--- config.mk ---
export PLATFORM = sky130hd
export DESIGN_NAME = freq_strap_ctrl
export DESIGN_NICKNAME = d
export VERILOG_FILES = /design/src/rtl/freq_strap_pkg.sv /design/src/rtl/strap_window_timer.sv /design/src/rtl/strap_capture.sv /design/src/rtl/code_select.sv /design/src/rtl/freq_strap_ctrl.sv
export SDC_FILE = /design/constraint.sdc
export NUM_CORES = 1
export LEC_CHECK = 0
export ABC_AREA = 0
export ABC_CLOCK_PERIOD_IN_PS = 1450
export BUFFER_PORTS_ARGS = -buffer_cell sky130_fd_sc_hd__buf_2
export CAP_MARGIN = 20
export CORE_MARGIN = 5
export CORE_UTILIZATION = 30
export CTS_CLUSTER_DIAMETER = 40
export DETAILED_ROUTE_END_ITERATION = 10
export GPL_TIMING_DRIVEN = 0
export PLACE_DENSITY_LB_ADDON = 0.15
export SLEW_MARGIN = 40
export SYNTH_ARGS = -nofsm -noshare
export SYNTH_HDL_FRONTEND = slang
export SYNTH_SLANG_ARGS = --single-unit
--- constraint.sdc ---
create_clock -name clk -period 1.45 [get_ports clk]
set_input_delay 0.0725 -clock clk [delete_from_list [all_inputs] [get_ports clk]]
set_output_delay 0.0725 -clock clk [all_outputs]
set_load 0.01 [all_outputs]
--- src/rtl/freq_strap_pkg.sv ---
package freq_strap_pkg;
  localparam int FS_W   = 4;
  localparam int CODE_W = FS_W + 1;
  typedef logic [CODE_W-1:0] sel_code_t;
  localparam logic [FS_W-1:0] RSV_NIBBLE = 4'b1110;

  function automatic logic is_reserved(input sel_code_t c);
    return c[FS_W-1:0] == RSV_NIBBLE;
  endfunction
endpackage

--- src/rtl/strap_window_timer.sv ---
module strap_window_timer #(
  parameter int WIN_CYC = 28636
) (
  input  logic clk,
  input  logic rst_n,
  output logic window_end,
  output logic done
);
  localparam int CNT_W = (WIN_CYC > 2) ? $clog2(WIN_CYC) : 1;
  localparam logic [CNT_W-1:0] LAST = CNT_W'(WIN_CYC - 1);

  logic [CNT_W-1:0] cnt_q;
  logic             done_q;

  assign window_end = !done_q && (cnt_q == LAST);
  assign done       = done_q;

  always_ff @(posedge clk) begin
    if (!rst_n) begin
      cnt_q  <= '0;
      done_q <= 1'b0;
    end else if (window_end) begin
      done_q <= 1'b1;
    end else if (!done_q) begin
      cnt_q <= cnt_q + 1'b1;
    end
  end


  done_sticky_chk: assert property (@(posedge clk) disable iff (!rst_n)
    done_q |=> done_q);

  count_bound_chk: assert property (@(posedge clk) disable iff (!rst_n)
    !done_q |-> (cnt_q <= LAST));
endmodule

--- src/rtl/strap_capture.sv ---
module strap_capture
  import freq_strap_pkg::*;
(
  input  logic            clk,
  input  logic            rst_n,
  input  logic            capture,
  input  logic [FS_W-1:0] fs_pad,
  input  logic            sio_pad,
  output logic [FS_W-1:0] fs_q,
  output logic            sio_q
);
  always_ff @(posedge clk) begin
    if (!rst_n) begin
      fs_q  <= '0;
      sio_q <= 1'b0;
    end else if (capture) begin
      fs_q  <= fs_pad;
      sio_q <= sio_pad;
    end
  end


  strap_frozen_chk: assert property (@(posedge clk) disable iff (!rst_n)
    !capture |=> ($stable(fs_q) && $stable(sio_q)));
endmodule

--- src/rtl/code_select.sv ---
module code_select
  import freq_strap_pkg::*;
#(
  parameter sel_code_t RESET_CODE = 5'b0_1101
) (
  input  logic            clk,
  input  logic            rst_n,
  input  logic            active,
  input  logic            override,
  input  sel_code_t       reg_code,
  input  logic [FS_W-1:0] fs_q,
  output sel_code_t       eff_q,
  output logic            upd_q,
  output logic            err_q
);
  sel_code_t raw;
  logic      raw_rsv;
  logic      loaded_q;

  always_comb begin
    raw     = override ? reg_code : {1'b0, fs_q};
    raw_rsv = is_reserved(raw);
  end

  always_ff @(posedge clk) begin
    if (!rst_n) begin
      eff_q    <= RESET_CODE;
      upd_q    <= 1'b0;
      err_q    <= 1'b0;
      loaded_q <= 1'b0;
    end else if (active) begin
      err_q <= raw_rsv;
      upd_q <= !raw_rsv && (!loaded_q || (raw != eff_q));
      if (!raw_rsv) begin
        eff_q    <= raw;
        loaded_q <= 1'b1;
      end
    end else begin
      upd_q <= 1'b0;
    end
  end


  reserved_hold_chk: assert property (@(posedge clk) disable iff (!rst_n)
    (active && raw_rsv) |=> ($stable(eff_q) && err_q && !upd_q));

  quiet_stable_chk: assert property (@(posedge clk) disable iff (!rst_n)
    (loaded_q && !upd_q) |-> $stable(eff_q));

  never_reserved_chk: assert property (@(posedge clk) disable iff (!rst_n)
    loaded_q |-> !is_reserved(eff_q));
endmodule

--- src/rtl/freq_strap_ctrl.sv ---
module freq_strap_ctrl
  import freq_strap_pkg::*;
#(
  parameter longint    REF_HZ     = 14_318_180,
  parameter int        WINDOW_US  = 2000,
  parameter sel_code_t RESET_CODE = 5'b0_1101
) (
  input  logic            clk,
  input  logic            rst_n,
  input  logic [FS_W-1:0] fs_pad_in,
  input  logic            sio_pad_in,
  output logic            pad_oe,
  output logic            sio_rate_24,
  input  logic            cfg_override,
  input  logic [CODE_W-1:0] cfg_sel,
  output logic [FS_W-1:0] freq_code,
  output logic            spread_en,
  output logic            code_err,
  output logic            code_upd
);
  localparam longint WIN_L   = (REF_HZ * longint'(WINDOW_US)) / 64'd1_000_000;
  localparam int     WIN_CYC = (WIN_L < 2) ? 2 : int'(WIN_L);

  logic            win_end, done;
  logic [FS_W-1:0] fs_q;
  sel_code_t       eff;

  strap_window_timer #(.WIN_CYC(WIN_CYC)) u_timer (
    .clk(clk), .rst_n(rst_n), .window_end(win_end), .done(done)
  );

  strap_capture u_cap (
    .clk(clk), .rst_n(rst_n), .capture(win_end),
    .fs_pad(fs_pad_in), .sio_pad(sio_pad_in),
    .fs_q(fs_q), .sio_q(sio_rate_24)
  );

  code_select #(.RESET_CODE(RESET_CODE)) u_sel (
    .clk(clk), .rst_n(rst_n), .active(done), .override(cfg_override),
    .reg_code(cfg_sel), .fs_q(fs_q),
    .eff_q(eff), .upd_q(code_upd), .err_q(code_err)
  );

  assign pad_oe    = done;
  assign freq_code = eff[FS_W-1:0];
  assign spread_en = eff[CODE_W-1];


  window_quiet_chk: assert property (@(posedge clk) disable iff (!rst_n)
    !pad_oe |-> (!code_upd && !code_err && (eff == RESET_CODE)));

  no_spread_strap_chk: assert property (@(posedge clk) disable iff (!rst_n)
    ($past(pad_oe) && !$past(cfg_override) && !code_err) |-> !spread_en);
endmodule

==> metrics.csv <==
metric,value,unit
status,"complete, no violations",
synth_area_per_cell,9.29,um2
area_growth,20.3,%
post-route-period-util,93.8,%
cts_tree,yes,
clkSinkCount,29,
start_kind,register,
p_total,1.56,mW
gp_congestion,0.721,
dpl_cell_area,1550,um2
slowest_delay,0.37,ns
ir_worst_vdd,0.451,mV
drtPass1Iterations,4,
cts-buffers-inserted,5,
hold_violations,0,
coreArea,4410,um2
track_usage,11.1,%
cts-root-buf,clkbuf_8,
syn_nets,163,
post_cts_buffers,0,
worstSetupPathType,reg2reg,
max_freq,735,MHz
final_area,1660,um2
synthCells,149,
avgRoutedWirePerCell,13.9,um
clkTransAtPathRegs,0.06,ns
drc,0,
fin_skew,0.00598,ns
drt_iter0_drc,31,
syn-cell-area,1380,um2
start_util,31.3,%
antenna_left,0,
hp-class,in2reg,
overflow,0,
required,1.65,ns
via_count,1173,
slowest_stage,dfxtp_4,
totalWireLength,3.18,mm
clock_latency,0.27,ns
drv_cap,0,
antenna_found_initial,0,
ys_ff_latch,29,
viasPerCell,5.14,
htreeDepth,2,
ys_seq_area_share,42.0,%
fp.dieH,77.9,um
fin_setup_tns,0,ns
p_per_area,938,nW/um2
yosys_warnings,0,
grt_pass1_wl,5.41,mm
drv_slew,0,
final_cell_mix,"dfxtp_1, buf_2, nand2_1, nor2_1, nand3_1",
die_w,77.9,um
nets,190,
critical_path.cell_chain,ha_4 > and4bb_4 > and3_4 > nand3_1 > a21oi_1,
ios,22,
worstPathArrival,1.56,ns
cts_buffer_depth,2,
grt_pass1_vias,1139,
core.rowCount,24,
async_flop_share,0,%
grt_setup_unrepaired,false,
synthDistinctLibCells,38,
dieArea,6070,um2
cts.hold.buffers_added,0,
leakage,0.625,nW
grt_max_degree,11,
antenna_cells,0,
setup-violations-final,0,
post-route-min-period,1.36,ns
synth-main-ff-cell,dfxtp_1,
crit_path_max_fanout,5,
layout_commonest_cell,dfxtp_1,
hpwl,2.40,mm
drive_gt1_share,23.9,%
synth-edff-count,0,
rrSetupSlack,0.09,ns
worstMarginPinSlew,0.435,ns
end_kind,register,
relSlewSlack,70.8,%
portBuffers,20,
-- kinds of logic (layout without fill, tap and decap cells) --
kind of cell	Yosys count	in the layout	share of synthesized area, %
compound gates	23	23	11.4
fa+ha+maj	1	1	0.904
simple gates	67	67	28.2
mux	9	9	6.78
xor+xnor	13	13	8.23
flops	29	29	42.0
buf+inv	7	34	2.53
-- worst max-delay path, delay by kind of cell, from the launching register on --
| kind | cells | cell delay (ns) |
|---|---|---|
| AND/OR/NAND/NOR | 3 | 0.60 |
| flip-flops | 1 | 0.37 |
| AO/OA/AOI/OAI | 1 | 0.16 |
| adder cells (fa/ha/maj) | 1 | 0.15 |
-- path summary, 6_finish.rpt --
check,start,end,cells after the start
worst max register to register,u_timer.cnt_q[0]$_SDFFE_PN0P_,u_cap.fs_q[0]$_SDFFE_PN0P_,5
worst max-delay path,u_timer.cnt_q[0]$_SDFFE_PN0P_,u_cap.fs_q[0]$_SDFFE_PN0P_,5
worst min register to register,u_sel.loaded_q$_SDFFE_PN0P_,u_sel.loaded_q$_SDFFE_PN0P_,1
worst min-delay path,fs_pad_in[2],u_cap.fs_q[2]$_SDFFE_PN0P_,3
-- area by class of cell --
cell class | instances | area (um2)
fill | 465 | 2750
buffer | 4 | 23.8
sequential | 29 | 586
tap | 52 | 65.1
clock buffer | 7 | 86.3
multi-input combinational | 113 | 792
inverter | 3 | 11.3
timing repair buffer | 20 | 100
-- report_power, final --
| group | internal [mW] | total, mW | switching (mW) |
|---|---|---|---|
| logic | 0.0396 | 0.0830 | 0.0434 |
| registers | 0.805 | 0.816 | 0.0115 |
| clock network | 0.376 | 0.662 | 0.287 |
| total | 1.22 | 1.56 | 0.342 |
-- timing repair --
item,CTS,global route
pin swaps,0,1
resized for setup,7,4
setup endpoints to repair,8,12
-- state kept, by name (all words and copies together), names as in the netlist --
| signal | cells |
|---|---|
| u_cap.fs_q | 4 |
| u_cap.sio_q | 1 |
| u_sel.eff_q | 5 |
| u_sel.err_q | 1 |
| u_sel.loaded_q | 1 |
| u_sel.upd_q | 1 |
| u_timer.cnt_q | 15 |
| u_timer.done | 1 |
-- cells in the mapped netlist, drive strengths merged (6+ instances only) --
library cell / instances / area, um2
nor2: 14 / 55.1
o21ai: 11 / 55.1
nand2: 13 / 48.8
dfxtp: 29 / 581
nand2b: 6 / 37.5
xnor2: 10 / 87.6
nand3: 13 / 65.1
a21oi: 6 / 30.0
mux2i: 9 / 93.8
-- per-stage QoR --
| stage | instances | hold slack [ns] | util, % | setup slack (ns) |
|---|---|---|---|---|
| 2_1_floorplan | 149 | 0.224 | - | 0.107 |
| 3_3_place_gp | 221 | 0.331 | 35.1 | -0.0430 |
| 3_5_place_dp | 221 | 0.333 | 35.1 | -0.0605 |
| 4_1_cts | 228 | 0.0397 | 37.4 | 0.00634 |
| 5_1_grt | 228 | 0.0591 | 37.7 | 0.0106 |
| 6_report | 228 | 0.0496 | 37.7 | 0.0893 |
-- layer usage --
metal  wire (um)  GRT usage [%]  vias to the layer above
met5           0              0                        -
met4          44           4.05                        0
met3         207           4.63                        5
met2        1490           17.9                       25
met1        1430           13.2                      556
li1            -              -                      587
No activity file was read; power rests on OpenSTA's default activity.
